## config.mk

```make
export PLATFORM = sky130hd
export DESIGN_NAME = lutram_dp
export DESIGN_NICKNAME = d
export VERILOG_FILES = /design/src/rtl/lutram_pkg.sv /design/src/rtl/lutram_cell16.sv /design/src/rtl/lutram_bank.sv /design/src/rtl/lutram_rd_mux.sv /design/src/rtl/lutram_out_reg.sv /design/src/rtl/lutram_dp.sv
export SDC_FILE = /design/constraint.sdc
export NUM_CORES = 1
export LEC_CHECK = 0
export BUFFER_PORTS_ARGS = -buffer_cell sky130_fd_sc_hd__buf_2
export CAP_MARGIN = 10
export CORE_MARGIN = 2
export CORE_UTILIZATION = 40
export DETAILED_ROUTE_END_ITERATION = 16
export GPL_ROUTABILITY_DRIVEN = 0
export GPL_TIMING_DRIVEN = 0
export REMOVE_ABC_BUFFERS = 1
export SETUP_SLACK_MARGIN = 0.1
export SLEW_MARGIN = 10
export SYNTH_ARGS = -nofsm -noshare
export SYNTH_HDL_FRONTEND = slang
export SYNTH_HIERARCHICAL = 1
export SYNTH_SLANG_ARGS = --single-unit
```

## constraint.sdc

```tcl
create_clock -name clk -period 6.8 [get_ports clk]
set_clock_uncertainty 0.15 [all_clocks]
set_input_delay 1.7 -clock clk [delete_from_list [all_inputs] [get_ports clk]]
set_output_delay 1.7 -clock clk [all_outputs]
set_load 0.005 [all_outputs]
```

## src/rtl/lutram_pkg.sv

```systemverilog
package lutram_pkg;
  localparam int CELL_WORDS = 16;
  localparam int CELL_AW    = 4;
  localparam int TOTAL_BITS = 64;

  function automatic int width_for(input int depth);
    return TOTAL_BITS / depth;
  endfunction
endpackage

```

## src/rtl/lutram_cell16.sv

```systemverilog
module lutram_cell16 (
  input  logic       clk,
  input  logic       wr_en,
  input  logic [3:0] wr_addr,
  input  logic       wr_bit,
  input  logic [3:0] rd_addr,
  output logic       rd_bit
);
  logic [15:0] bits = '0;

  always_ff @(posedge clk) begin
    if (wr_en) bits[wr_addr] <= wr_bit;
  end

  assign rd_bit = bits[rd_addr];
endmodule

```

## src/rtl/lutram_bank.sv

```systemverilog
module lutram_bank #(
  parameter int WIDTH = 2
) (
  input  logic             clk,
  input  logic             wr_en,
  input  logic [3:0]       wr_addr,
  input  logic [WIDTH-1:0] wr_data,
  input  logic [3:0]       rd_addr,
  output logic [WIDTH-1:0] pri_bits,
  output logic [WIDTH-1:0] sec_bits
);
  for (genvar i = 0; i < WIDTH; i++) begin : g_bit
    // copy read at the write address
    lutram_cell16 pri_cell_i (
      .clk     (clk),
      .wr_en   (wr_en),
      .wr_addr (wr_addr),
      .wr_bit  (wr_data[i]),
      .rd_addr (wr_addr),
      .rd_bit  (pri_bits[i])
    );
    // copy read at the independent address
    lutram_cell16 sec_cell_i (
      .clk     (clk),
      .wr_en   (wr_en),
      .wr_addr (wr_addr),
      .wr_bit  (wr_data[i]),
      .rd_addr (rd_addr),
      .rd_bit  (sec_bits[i])
    );
  end
endmodule

```

## src/rtl/lutram_rd_mux.sv

```systemverilog
module lutram_rd_mux #(
  parameter int WIDTH = 2,
  parameter int BANKS = 2,
  parameter int SEL_W = 1
) (
  input  logic [BANKS*WIDTH-1:0] bank_data,
  input  logic [SEL_W-1:0]       sel,
  output logic [WIDTH-1:0]       dout
);
  if (BANKS == 1) begin : g_single
    logic unused_sel;
    assign unused_sel = ^sel;
    assign dout = bank_data;
  end else begin : g_tree
    assign dout = bank_data[sel*WIDTH +: WIDTH];
  end
endmodule

```

## src/rtl/lutram_out_reg.sv

```systemverilog
module lutram_out_reg #(
  parameter int WIDTH  = 2,
  parameter bit ENABLE = 1'b1
) (
  input  logic             clk,
  input  logic             rst,
  input  logic             ce,
  input  logic [WIDTH-1:0] d,
  output logic [WIDTH-1:0] q
);
  if (ENABLE) begin : g_reg
    always_ff @(posedge clk) begin
      if (rst)     q <= '0;
      else if (ce) q <= d;
    end
  end else begin : g_bypass
    logic unused_ctl;
    assign unused_ctl = clk ^ rst ^ ce;
    assign q = d;
  end
endmodule

```

## src/rtl/lutram_dp.sv

```systemverilog
module lutram_dp
  import lutram_pkg::*;
#(
  parameter int DEPTH         = 32,
  parameter bit REG_PRIMARY   = 1'b0,
  parameter bit REG_SECONDARY = 1'b1,
  localparam int WIDTH  = width_for(DEPTH),
  localparam int ADDR_W = $clog2(DEPTH)
) (
  input  logic              clk,
  input  logic              rst,
  input  logic              wr_en,
  input  logic [ADDR_W-1:0] wr_addr,
  input  logic [WIDTH-1:0]  wr_data,
  input  logic [ADDR_W-1:0] rd_addr,
  input  logic              pri_ce,
  input  logic              sec_ce,
  output logic [WIDTH-1:0]  pri_q,
  output logic [WIDTH-1:0]  sec_q
);
  localparam int BANKS = DEPTH / CELL_WORDS;
  localparam int SEL_W = (ADDR_W > CELL_AW) ? ADDR_W - CELL_AW : 1;

  logic [SEL_W-1:0]       wr_sel, rd_sel;
  logic [BANKS*WIDTH-1:0] pri_all, sec_all;
  logic [WIDTH-1:0]       pri_comb, sec_comb;

  if (BANKS > 1) begin : g_sel
    assign wr_sel = wr_addr[ADDR_W-1:CELL_AW];
    assign rd_sel = rd_addr[ADDR_W-1:CELL_AW];
  end else begin : g_nosel
    assign wr_sel = '0;
    assign rd_sel = '0;
  end

  for (genvar b = 0; b < BANKS; b++) begin : g_bank
    logic bank_we;
    assign bank_we = wr_en && (wr_sel == SEL_W'(b));
    lutram_bank #(.WIDTH(WIDTH)) bank_i (
      .clk      (clk),
      .wr_en    (bank_we),
      .wr_addr  (wr_addr[CELL_AW-1:0]),
      .wr_data  (wr_data),
      .rd_addr  (rd_addr[CELL_AW-1:0]),
      .pri_bits (pri_all[b*WIDTH +: WIDTH]),
      .sec_bits (sec_all[b*WIDTH +: WIDTH])
    );
  end

  lutram_rd_mux #(.WIDTH(WIDTH), .BANKS(BANKS), .SEL_W(SEL_W)) pri_mux_i (
    .bank_data (pri_all),
    .sel       (wr_sel),
    .dout      (pri_comb)
  );

  lutram_rd_mux #(.WIDTH(WIDTH), .BANKS(BANKS), .SEL_W(SEL_W)) sec_mux_i (
    .bank_data (sec_all),
    .sel       (rd_sel),
    .dout      (sec_comb)
  );

  lutram_out_reg #(.WIDTH(WIDTH), .ENABLE(REG_PRIMARY)) pri_reg_i (
    .clk (clk),
    .rst (rst),
    .ce  (pri_ce),
    .d   (pri_comb),
    .q   (pri_q)
  );

  lutram_out_reg #(.WIDTH(WIDTH), .ENABLE(REG_SECONDARY)) sec_reg_i (
    .clk (clk),
    .rst (rst),
    .ce  (sec_ce),
    .d   (sec_comb),
    .q   (sec_q)
  );
endmodule

```

==> flow_summary.json <==
{
  "dieHeight_um": 126,
  "finish.net_count": 435,
  "family_with_the_most_delay_on_the_worst_path": "multiplexers",
  "die-width_um": 126,
  "insertion_delay_ps": 410,
  "worstReg2RegStart": "g_bank[1].bank_i/g_bit[1].sec_cell_i/bits[13]$_DFFE_PP_",
  "post_synth.cell_area_avg_sq_um": 15.6,
  "final_min_period_over_clock_period": 0.826,
  "worstSetupStartpoint": "wr_addr[0]",
  "crit_path_top_delay_cell": "buf_4",
  "cts.repair_timing.setup_buffer_count": 0,
  "setup_violations": 0,
  "design_power_total_uw": 1760,
  "insertedDiodeCount": 0,
  "crit_top_cell": "mux2i_1",
  "post_route_cells_drive_above_1_share": 0.128,
  "design.portCount": 21,
  "layout.cells.most_common_list": "edfxtp_1 (128), nor2_1 (98), nor3_1 (32), mux4_1 (32), mux2i_1 (26)",
  "r2r_cells": 6,
  "numPortBuffers": 19,
  "rsz0062_at_grt": "no",
  "clockRootBuffer": "clkbuf_16",
  "synthCells": 382,
  "top_cell_type_s_share_of_synthesized_area": 0.646,
  "critical_path.max_fanout": 72,
  "timing.final.max_slew_violations": 0,
  "synth_cell_type_count": 15,
  "crit_path_end_kind": "output pin",
  "mostFrequentLayoutCell": "edfxtp_1",
  "worst_margin_slew_ps": 1010,
  "ant_nets": 0,
  "fp.dieArea_sq_um": 15900,
  "drt_first_iter_violations": 235,
  "min_from": "sec_reg_i/q[1]$_SDFFE_PP0P_",
  "floorplan.initialDensity": 0.409,
  "upper_clock_frequency_limit_mhz": 178,
  "finish.utilization": 0.464,
  "holdBufCountCts": 0,
  "holdPathStages": 2,
  "routed_wl_mm": 11.2,
  "detailedRoute.firstPassIterationCount": 4,
  "ys_top_cells_by_area": "edfxtp_1 (65%), mux4_1 (14%), nor2_1 (6.2%)",
  "via_count_of_the_first_global_routing_pass": 3514,
  "cellLeakagePower_uw": 0.00224,
  "status": "completed",
  "peakVddDrop_uv": 277,
  "routedWlPerCell_um": 18.3,
  "min_to": "sec_reg_i/q[1]$_SDFFE_PP0P_",
  "clkSlewWorstSetupHoldPaths_ps": 50,
  "mappedNetlistArea_sq_um": 5950,
  "max_slew_margin": 0.327,
  "yosys_warns": 6,
  "required_ps": 4950,
  "slowest_delay_ps": 650,
  "grt_first_pass_wirelength_mm": 18.2,
  "post_synthesis_cell_type_with_the_largest_combined_area": "edfxtp_1",
  "timing.hold.worst.class": "reg -> reg",
  "antenna_found_initial": 0,
  "final_hold_viol_count": 0,
  "timing_worst_setup_path_type": "in -> out",
  "via_count": 3358,
  "power_density_nw_per_um2": 261,
  "timing.setup.tns_ps": 0,
  "timing.critical_path.from_type": "input port",
  "tritoncts": "yes",
  "design.core.area_sq_um": 14500,
  "clock_sinks": 130,
  "grt_start_max_net_pins": 73,
  "detail_route.vias_per_cell": 5.47,
  "timing.rr.end": "sec_reg_i/q[1]$_SDFFE_PP0P_",
  "dpl.hpwl_mm": 6.22,
  "core.rowCount": 44,
  "layout-area-overhead-vs-synth_pct": 13.4,
  "max_h_tree_level": 4,
  "grt_remaining_overflow": 0,
  "post_cts_resize_count": 0,
  "seq_area_frac_synth": 0.653,
  "drv_cap": 0,
  "track_usage": 0.152,
  "finalWorstPathRequiredPeriod_ps": 5620,
  "fill_cells": 1339,
  "ys_ff_latch": 130,
  "cp_data_arrival_time_ps": 3770,
  "r2r_slack_ps": 4920,
  "cts_inserted_buffers": 17,
  "path_buf_inv": 2,
  "detail_route.drc_violations": 0,
  "ctsLongestPathBuffers": 2,
  "cells_traversed_along_the_worst_timing_path": "buf_4 > mux4_1 > mux2i_1 > mux2i_1 > mux2_2 > buf_2"
}
[state kept, by name, summed over array words and instances, names as in the netlist]
| name | cells |
|---|---|
| sec_reg_i/q | 2 |
| g_bank.bank_i/g_bit.pri_cell_i/bits | 64 |
| g_bank.bank_i/g_bit.sec_cell_i/bits | 64 |
[per-layer routing]
layer  part of all wire  wire length, um  up-vias  track usage
met3              0.046              521        7       0.0472
met4             0.0074               83        0       0.0543
met1               0.44             4980     1690        0.198
met5                  0                0        -            0
li1                   -                -     1600            -
met2               0.50             5640       61        0.242
[synthesized netlist by cell type (all sizes together)]
library cell / number
mux2: 4
and2b: 1
nand2: 8
mux2i: 26
nor3: 32
nand3b: 16
nand3: 8
dfxtp: 2
and2: 1
nand2b: 16
mux4: 32
buf: 2
or3b: 8
nor2: 98
edfxtp: 128
[report_power, final]
group | switching, uW | internal [uW] | total (uW)
Sequential | 2.14 | 892 | 894
Clock | 301 | 450 | 751
Combinational | 72.2 | 42.5 | 115
Total | 375 | 1380 | 1760
[cell families (layout without fill, tap and decap cells)]
| logic type | count (synthesis) | in the layout | share of synthesized area |
|---|---|---|---|
| AND/OR/NAND/NOR | 188 | 188 | 0.152 |
| multiplexers | 62 | 62 | 0.193 |
| buffers and inverters | 2 | 50 | 0.00252 |
| flip-flops | 130 | 130 | 0.653 |
[per-stage QoR]
step	worst slack [ps]	instance area, sq um	hold slack (ps)	std cells
final	1180	6750	340	614
after global routing	1080	6750	381	614
after CTS	1150	6750	346	614
after detailed placement	1160	6260	334	583
after global placement	684	6260	319	583
after floorplan	2270	5930	335	380
[worst register-to-register path, stage by stage (launching register included)]
cell	delay [ps]
edfxtp_1	360
mux4_1	530
mux2i_1	170
mux2i_1	120
mux2_2	270
mux2i_1	130
nor2_1	50
[layout make-up]
class / count / area, sq um / area share
flip-flops and latches: 130 / 3880 / 0.575
multi-input cells: 250 / 2050 / 0.304
clock buffers: 20 / 437 / 0.0647
well taps: 184 / 230 / 0.0341
repair buffers: 19 / 100 / 0.0148
clock inverters: 11 / 47.5 / 0.00704
[how the worst max path moves through the flow]
stage | endpoint | slack, ps | cells after the start
6_report | pri_q[1] | 1180 | 6
5_1_grt | pri_q[0] | 1080 | 6
4_1_cts | pri_q[0] | 1150 | 6
3_5_place_dp | pri_q[0] | 1160 | 6
3_3_place_gp | pri_q[0] | 680 | 6
2_1_floorplan | pri_q[0] | 2270 | 4
Note: power is estimated with default switching activity, not from simulation.
